## src/rtl/snp_pkg.sv

```systemverilog
package snp_pkg;

    localparam int SNP_DW     = 32;
    localparam int SNP_LANES  = SNP_DW / 8;
    localparam int SNP_LANE_W = $clog2(SNP_LANES);

    localparam logic [7:0] OFS_ENABLE = 8'h00;
    localparam logic [7:0] OFS_CONFIG = 8'h04;
    localparam logic [5:0] OFS_PWR_WORD = 6'h02;   // 0x08..0x0B share addr[7:2]

    typedef enum logic [1:0] {
        ACC_BYTE,
        ACC_HALF,
        ACC_WORD,
        ACC_BAD
    } acc_kind_t;

    typedef struct packed {
        logic              enable;
        logic [SNP_DW-1:0] pwr;
        logic [SNP_DW-1:0] rdata;
    } snp_state_t;

endpackage

```

## src/rtl/snp_size_mask.sv

```systemverilog
module snp_size_mask
    import snp_pkg::*;
(
    input  logic [2:0]        acc_size,
    output logic [SNP_DW-1:0] mask,
    output logic              size_ok
);

    acc_kind_t kind;

    always_comb begin
        unique case (acc_size)
            3'd1:    kind = ACC_BYTE;
            3'd2:    kind = ACC_HALF;
            3'd4:    kind = ACC_WORD;
            default: kind = ACC_BAD;
        endcase
    end

    always_comb begin
        mask    = '0;
        size_ok = 1'b1;
        unique case (kind)
            ACC_BYTE: mask = SNP_DW'(32'h0000_00FF);
            ACC_HALF: mask = SNP_DW'(32'h0000_FFFF);
            ACC_WORD: mask = '1;
            default:  size_ok = 1'b0;
        endcase
    end

endmodule

```

## src/rtl/snp_lane_merge.sv

```systemverilog
module snp_lane_merge
    import snp_pkg::*;
(
    input  logic [SNP_DW-1:0]     old_word,
    input  logic [SNP_DW-1:0]     wr_data,
    input  logic [SNP_DW-1:0]     mask,
    input  logic [SNP_LANE_W-1:0] lane,
    output logic [SNP_DW-1:0]     new_word
);

    // Each destination byte looks back to the source byte (dst - lane);
    // source bytes that would land beyond the top lane are simply lost.
    for (genvar b = 0; b < SNP_LANES; b++) begin : g_lane
        localparam logic [SNP_LANE_W-1:0] DST = SNP_LANE_W'(b);

        logic [SNP_LANE_W-1:0] src;
        logic                  reach;
        logic                  take;

        always_comb begin
            src   = DST - lane;
            reach = (DST >= lane);
            take  = reach & mask[{src, 3'b000}];
            new_word[b*8 +: 8] = take ? wr_data[{src, 3'b000} +: 8]
                                      : old_word[b*8 +: 8];
        end
    end

endmodule

```

## src/rtl/snp_cfg_word.sv

```systemverilog
module snp_cfg_word
    import snp_pkg::*;
#(
    parameter int NUM_CORES = 4
)(
    output logic [SNP_DW-1:0] cfg
);

    localparam int CNT_W = 4;

    logic [SNP_DW-1:0] present;

    for (genvar c = 0; c < SNP_DW; c++) begin : g_bit
        if (c >= CNT_W && c < CNT_W + NUM_CORES) begin : g_on
            assign present[c] = 1'b1;
        end else begin : g_off
            assign present[c] = 1'b0;
        end
    end

    assign cfg = present | SNP_DW'(NUM_CORES - 1);

endmodule

```

## src/rtl/snp_read_sel.sv

```systemverilog
module snp_read_sel
    import snp_pkg::*;
(
    input  logic [7:0]        addr,
    input  logic              enable,
    input  logic [SNP_DW-1:0] pwr,
    input  logic [SNP_DW-1:0] cfg,
    output logic [SNP_DW-1:0] data
);

    always_comb begin
        data = '0;
        if (addr == OFS_ENABLE) begin
            data = SNP_DW'(enable);
        end else if (addr == OFS_CONFIG) begin
            data = cfg;
        end else if (addr[7:2] == OFS_PWR_WORD) begin
            data = pwr >> {addr[1:0], 3'b000};
        end
    end

endmodule

```

## src/rtl/snoop_regs.sv

```systemverilog
module snoop_regs
    import snp_pkg::*;
#(
    parameter int NUM_CORES = 4
)(
    input  logic        clk,
    input  logic        rst_n,
    input  logic        rd_en,
    input  logic        wr_en,
    input  logic [7:0]  addr,
    input  logic [2:0]  acc_size,
    input  logic [31:0] wr_data,
    output logic [31:0] rd_data
);

    snp_state_t cur_q;
    snp_state_t nxt_d;

    logic [SNP_DW-1:0] mask;
    logic              size_ok;
    logic [SNP_DW-1:0] merged;
    logic [SNP_DW-1:0] cfg;
    logic [SNP_DW-1:0] sel_data;

    snp_size_mask u_mask (
        .acc_size (acc_size),
        .mask     (mask),
        .size_ok  (size_ok)
    );

    snp_lane_merge u_merge (
        .old_word (cur_q.pwr),
        .wr_data  (wr_data),
        .mask     (mask),
        .lane     (addr[SNP_LANE_W-1:0]),
        .new_word (merged)
    );

    snp_cfg_word #(.NUM_CORES(NUM_CORES)) u_cfg (
        .cfg (cfg)
    );

    snp_read_sel u_rsel (
        .addr   (addr),
        .enable (cur_q.enable),
        .pwr    (cur_q.pwr),
        .cfg    (cfg),
        .data   (sel_data)
    );

    always_comb begin
        nxt_d = cur_q;
        if (rd_en) begin
            nxt_d.rdata = sel_data;
        end
        if (wr_en && size_ok) begin
            if (addr == OFS_ENABLE) begin
                nxt_d.enable = wr_data[0];
            end else if (addr[7:2] == OFS_PWR_WORD) begin
                nxt_d.pwr = merged;
            end
        end
    end

    always_ff @(posedge clk or negedge rst_n) begin
        if (!rst_n) begin
            cur_q <= '0;
        end else begin
            cur_q <= nxt_d;
        end
    end

    assign rd_data = cur_q.rdata;

endmodule

```

## config.mk

```make
export PLATFORM = sky130hd
export DESIGN_NAME = snoop_regs
export DESIGN_NICKNAME = d
export VERILOG_FILES = /design/src/rtl/snp_pkg.sv /design/src/rtl/snp_size_mask.sv /design/src/rtl/snp_lane_merge.sv /design/src/rtl/snp_cfg_word.sv /design/src/rtl/snp_read_sel.sv /design/src/rtl/snoop_regs.sv
export SDC_FILE = /design/constraint.sdc
export NUM_CORES = 1
export LEC_CHECK = 0
export ABC_AREA = 1
export BUFFER_PORTS_ARGS = -buffer_cell sky130_fd_sc_hd__buf_2
export CORE_ASPECT_RATIO = 0.7
export CORE_MARGIN = 5
export CORE_UTILIZATION = 51
export DETAILED_ROUTE_END_ITERATION = 16
export GPL_ROUTABILITY_DRIVEN = 0
export GPL_TIMING_DRIVEN = 0
export PLACE_DENSITY_LB_ADDON = 0.05
export REMOVE_ABC_BUFFERS = 1
export SLEW_MARGIN = 10
export SYNTH_ARGS = -nofsm -noshare
export SYNTH_HDL_FRONTEND = slang
export SYNTH_SLANG_ARGS = --single-unit
```

## constraint.sdc

```tcl
create_clock -name clk -period 0.9 [get_ports clk]
set_input_delay 0.135 -clock clk [delete_from_list [all_inputs] [get_ports clk]]
set_output_delay 0.135 -clock clk [all_outputs]
set_load 0.005 [all_outputs]
```

==> results of run 1 <==
## area by class of cell
class	instances	area (µm²)	area share, %
clock buffer	15	287.8	4.524
clock inverter	1	7.507	0.1180
tap	120	150.1	2.360
multi-input combinational	454	2700	42.45
inverter	43	232.7	3.659
timing repair buffer	166	1311	20.61
sequential	65	1627	25.57
timing repair inverter	4	45.04	0.7081
## power groups by stage
stage | Clock, µW | Sequential (µW) | Combinational [µW]
2_1_floorplan | 0 | 3040 | 568
3_3_place_gp | 0 | 3050 | 960
3_5_place_dp | 0 | 3050 | 1010
4_1_cts | 3420 | 3000 | 1460
5_1_grt | 3560 | 3010 | 1860
6_report | 3400 | 3000 | 1730
## worst paths after layout
check,start,end,slack (ps),depth (start not counted)
min in group asynchronous,rst_n,rd_data[15],210,2
worst max-delay path,addr[0],cur_q[53],-250,9
worst min register to register,rd_data[6],rd_data[6],470,2
worst min-delay path,wr_data[0],cur_q[64],150,3
worst max register to register,cur_q[54],rd_data[6],-180,8
max in group asynchronous,rst_n,rd_data[20],180,3
## layout by cell type, fill, tap and decap left out, types with 7 or more instances in the layout
cell and count:
buf_2 74, buf_4 69, buf_6 12, clkbuf_16 10, dfrtp_1 65, inv_1 20, inv_2 13, nand2_1 198
nand2_2 28, nand2_4 8, nand3_1 18, nand3_2 15, nor2_4 10, o211ai_1 7, o21ai_0 53, o21ai_1 39
o21ai_2 20, o21bai_1 16
## flip-flops by register name (all words and copies together) (netlist names)
name	flops
rd_data	32
cur_q	33
## repair_timing
item / CTS / global route
endpoints found under the hold margin: 65 / 0
resized for setup: 122 / 95
setup buffers: 51 / 31
cloned: 10 / 3
endpoints found under the setup margin: 97 / 95
pin swaps: 33 / 78
hold buffers: 1 / 0
## per-stage QoR
stage | area [µm²] | power, µW | setup TNS, ps
after floorplan | 3986 | 3612 | -57890
after global placement | 4527 | 4007 | -172790
after detailed placement | 4557 | 4053 | -142860
after CTS | 5767 | 7888 | -7507
after global routing | 6361 | 8431 | -15280
final | 6361 | 8134 | -11600
## logic make-up after synthesis
kind of cell / count (synthesis)
buffers and inverters: 107
adders and majority gates: 3
muxes: 3
DFF: 65
and+or+nand+nor: 293
AOI/OAI and AO/OA: 151
## synth_stat cells, drive strengths merged
library cell / n
a21oi: 3
buf: 51
clkbuf: 13
clkinv: 3
dfrtp: 65
ha: 3
inv: 40
mux2i: 3
nand2: 236
nand3: 35
nand4: 5
nor2: 13
nor3b: 1
o211ai: 7
o21ai: 112
o21bai: 16
o31ai: 13
or2: 3
## per-layer routing
metal | GRT usage (%) | vias to the layer above | wire length [µm]
li1 | - | 2277 | -
met1 | 37.54 | 2386 | 6409
met2 | 46.88 | 245 | 7585
met3 | 6.649 | 29 | 1512
met4 | 7.922 | 0 | 269
met5 | 0 | - | 0
## critical path: stages
cell	delay, ps
buf_16	110
inv_16	40
ha_4	340
clkinv_8	100
nand2_8	80
nand3_4	70
nor2_4	280
nand3_1	150
nand2_1	110
==> results.toml, run 1 <==
[floorplan]
fp.dieW_um = 121.1
io_pins = 79
coreArea_um2 = 8443
start_util_pct = 52.15
die_area_um2 = 10620
row_count = 28
die_h_um = 87.74

[yosys]
synth_area_leaders = "dfrtp_1 37%, nand2_1 20%, o21ai_0 11%, buf_4 5.5%, nand3_1 3.8%"
synth_top_cell_by_area = "dfrtp_1"
yosysSeqAreaShare_pct = 36.94
yosys.cell_types.count = 31
synth_compound_area_share_pct = 19.38
synthMuxAreaShare_pct = 0.6820
yosys_warnings = 0
synth_top_area_share_pct = 36.94
synth_fa_ha_area_share_pct = 0.8525
synth-simple-area-share_pct = 28.79
synth_seq_cells = 65
synth_top_family_by_area = "simple AND/OR/NAND/NOR gates"
netlist_area_um2 = 4403
syn_area_per_cell_um2 = 7.079
synth-xor-area-share_pct = 0
postSynthCellCount = 622

[placed_design]
portBuffers = 78
dp_worst_setup_slack_ps = -3102
dp_hpwl_um = 8038
dp_cells = 757

[setup_path]
crit_path_end_kind = "flip-flop"
crit_type = "input port to flip-flop"
crit_arrival_ps = 1420
critPathMaxFanout = 8
critPathRequiredTime_ps = 1170
startpoint_type = "input port"

[drt]
drt_wl_total_um = 15780
viasPerCell = 5.688
post_drt_wl_per_cell_um = 18.18
ant_nets = 0
dr.pass1.iters = 5
drc = 0
vias = 4937
drtIter0Drc = 457

[timing]
hold_violations = 0
worst_pin_slew_ps = 314.6
relSlewSlack_pct = 78.80
fin_skew_ps = 6.655
fin_crit_sh_pct = 128.1
layout_setup_ws_ps = -252.7
rsz0062_at_grt = "true"
clock.fmax_mhz = 867.5
period_needed_ps = 1153
drv_slew = 0
setup_violations = 90
holdWs_ps = 147.7

[status]
violations = "setup timing"
status = "complete, but fails checks"

[power]
p_sw_uw = 2309
p_seq_share_pct = 36.9
p_leak_uw = 0.003157
power_density_nw_per_um2 = 1279
combPwrFrac_pct = 21.3
p_int_uw = 5825
ir_drop_mv = 1.086
clkPwrFrac_pct = 41.8
swShare_pct = 28.39

[clocking]
cts.sinks = 65
clockBufferDepth = 2
cts_buffers = 9
cts_tree = "done"
clkLatencyLatePin_ps = 330
path_clk_slew_ps = 60
cts_root_buffer = "clkbuf_16"
htreeDepth = 3

[grt]
grt_pass1_wl_um = 23050
grt_max_degree = 53
grt_use_total_pct = 28.28
grt_antenna_before_repair = 0
overflow = 0
grt_pass1_vias = 4605

[flow_run]
maxCapViolCount = 0

[cells_and_area]
fin_cells = 868
n_antenna_cell = 0
fin_util_pct = 75.34
finalNetCount = 793
drive_gt1_share_pct = 41.84
n_fill_cell = 607
syn_to_final_growth_pct = 44.47

[worst_hold_path]
min_path_type = "input port to flip-flop"
Note: power is estimated with default switching activity, not from simulation.
==> run 2, diff against run 1 <==
--- a/config.mk
+++ b/config.mk
@@ -20,2 +20,3 @@
 export SYNTH_HDL_FRONTEND = slang
 export SYNTH_SLANG_ARGS = --single-unit
+export TNS_END_PERCENT = 20
==> constraint.sdc (replaced) <==
create_clock -name clk -period 0.9 [get_ports clk]
set_input_delay 0.18 -clock clk [delete_from_list [all_inputs] [get_ports clk]]
set_output_delay 0.18 -clock clk [all_outputs]
set_load 0.005 [all_outputs]
==> run 2 against run 1 <==
The flow still finishes with violations (setup timing). Via count is 6.0% lower. Worst setup slack worse by 33 ps. Clock power hardly changed. Die area stayed put. Critical path depth is 1 higher. Core utilization is 6.7 points lower. Non-clock buffer count is 43 lower. Total power is 2.3% lower. Count of clock-buffer cells in the layout stayed put. Clock skew is 2.4 ps lower. Sequential cell count stayed put. Critical endpoint is now cur_q[46].
==> results.toml, run 2 (same netlist as run 1, synthesis figures left out) <==
[clocking]
path_clk_slew_ps = 50
cts.sinks = 65
cts_tree = "done"
htreeDepth = 3
clkLatencyLatePin_ps = 330
cts_root_buffer = "clkbuf_16"
clockBufferDepth = 2
cts_buffers = 9

[setup_path]
critPathRequiredTime_ps = 1170
startpoint_type = "input port"
reg2regPathDepth = 6
crit_path_end_kind = "flip-flop"
critPathMaxFanout = 9
rr_endpoint = "rd_data[5]"
crit_arrival_ps = 1450
worstSetupStartpoint = "addr[0]"
r2r_start = "cur_q[45]"
crit_type = "input port to flip-flop"
r2r_setup_slack_ps = -160
endpoint = "cur_q[46]"

[timing]
hold_violations = 0
worst_pin_slew_ps = 364.0
drv_slew = 0
fin_setup_tns_ps = -15300
fin_crit_sh_pct = 131.7
setup_violations = 94
relSlewSlack_pct = 75.66
period_needed_ps = 1185
layout_setup_ws_ps = -285.4
clock.fmax_mhz = 843.6
rsz0062_at_grt = "true"
holdWs_ps = 202.8
fin_skew_ps = 4.263

[placed_design]
dp_cells = 757
dp_hpwl_um = 8038
portBuffers = 78

[floorplan]
row_count = 28
start_util_pct = 52.15
die_area_um2 = 10620
die_h_um = 87.74
io_pins = 79
fp.dieW_um = 121.1
coreArea_um2 = 8443

[status]
status = "complete, but fails checks"
violations = "setup timing"

[worst_hold_path]
holdPathStages = 3
min_path_type = "input port to flip-flop"

[power]
p_leak_uw = 0.002864
ir_drop_mv = 1.009
power_density_nw_per_um2 = 1372
total_power_uw = 7944

[drt]
drtIter0Drc = 379
drc = 0
ant_nets = 0
dr.pass1.iters = 5
drt_wl_total_um = 14590
viasPerCell = 5.628
post_drt_wl_per_cell_um = 17.68
vias = 4643

[cells_and_area]
fin_cells = 825
finalNetCount = 750
largest_reg_flops = 33
drive_gt1_share_pct = 31.91
mostFrequentLayoutCells = "217 x nand2_1, 80 x o21ai_0, 74 x buf_2"
regMostFlops = "cur_q"
final_common_cell = "nand2_1"
n_antenna_cell = 0
syn_to_final_growth_pct = 31.54

[grt]
grt_use_total_pct = 27.40
grt_pass1_wl_um = 22320
grt_pass1_vias = 4488
grt_max_degree = 53
overflow = 0
grt_antenna_before_repair = 0

[flow_run]
maxCapViolCount = 0
-- run 2: repair_timing --
action                                  4_1_cts  5_1_grt
endpoints found under the setup margin       97       96
resized for setup                            79       46
hold endpoints to repair                     13        0
buffers inserted                             23       15
cloned                                       10        3
hold buffers                                  1        0
pin swaps                                    21       26
-- run 2: worst min-delay path by stage --
stage,from,endpoint,slack (ps)
CTS,rd_en,rd_data[4],190
global placement,rd_data[6],rd_data[6],460
finish,rd_en,rd_data[6],200
floorplan,rst_n,cur_q[32],-120
global route,rd_en,rd_data[4],210
detailed placement,rst_n,rd_data[15],50
-- run 2: final cells by class --
cell class,instances,area [µm²]
fill,701,2651
tap,120,150.1
timing repair buffer,123,964.7
sequential,65,1627
clock buffer,15,287.8
timing repair inverter,4,41.29
clock inverter,1,7.507
multi-input combinational,454,2491
inverter,43,222.7
-- run 2: power breakdown --
part	total (µW)	switching [µW]	internal [µW]
Combinational	1540	946	598
Clock	3400	1230	2170
Sequential	3000	29.2	2970
Total	7940	2210	5740
-- run 2: worst max-delay path: stages --
cell and delay, ps:
buf_16 110, inv_16 40, ha_4 150, nor3b_4 140, nand2_2 110, nand3_4 110, buf_12 170, nor2_4 240
nand2_2 90, nand2_1 90
-- run 2: per-stage QoR --
stage	util (%)	cell area, µm²	worst slack, ps
2_1_floorplan	-	3986	-1427
3_5_place_dp	53.97	4557	-3147
5_1_grt	68.60	5792	-344.0
6_report	68.60	5792	-285.4
3_3_place_gp	53.62	4527	-2940
4_1_cts	65.03	5490	-198.0
-- run 2: per-layer routing --
layer / share of wire [%] / global-route usage, % / vias to the layer above
li1: - / - / 2180
met3: 9.6 / 5.487 / 34
met5: 0 / 0 / -
met2: 45 / 43.75 / 216
met1: 43 / 37.49 / 2213
met4: 2.5 / 9.671 / 0
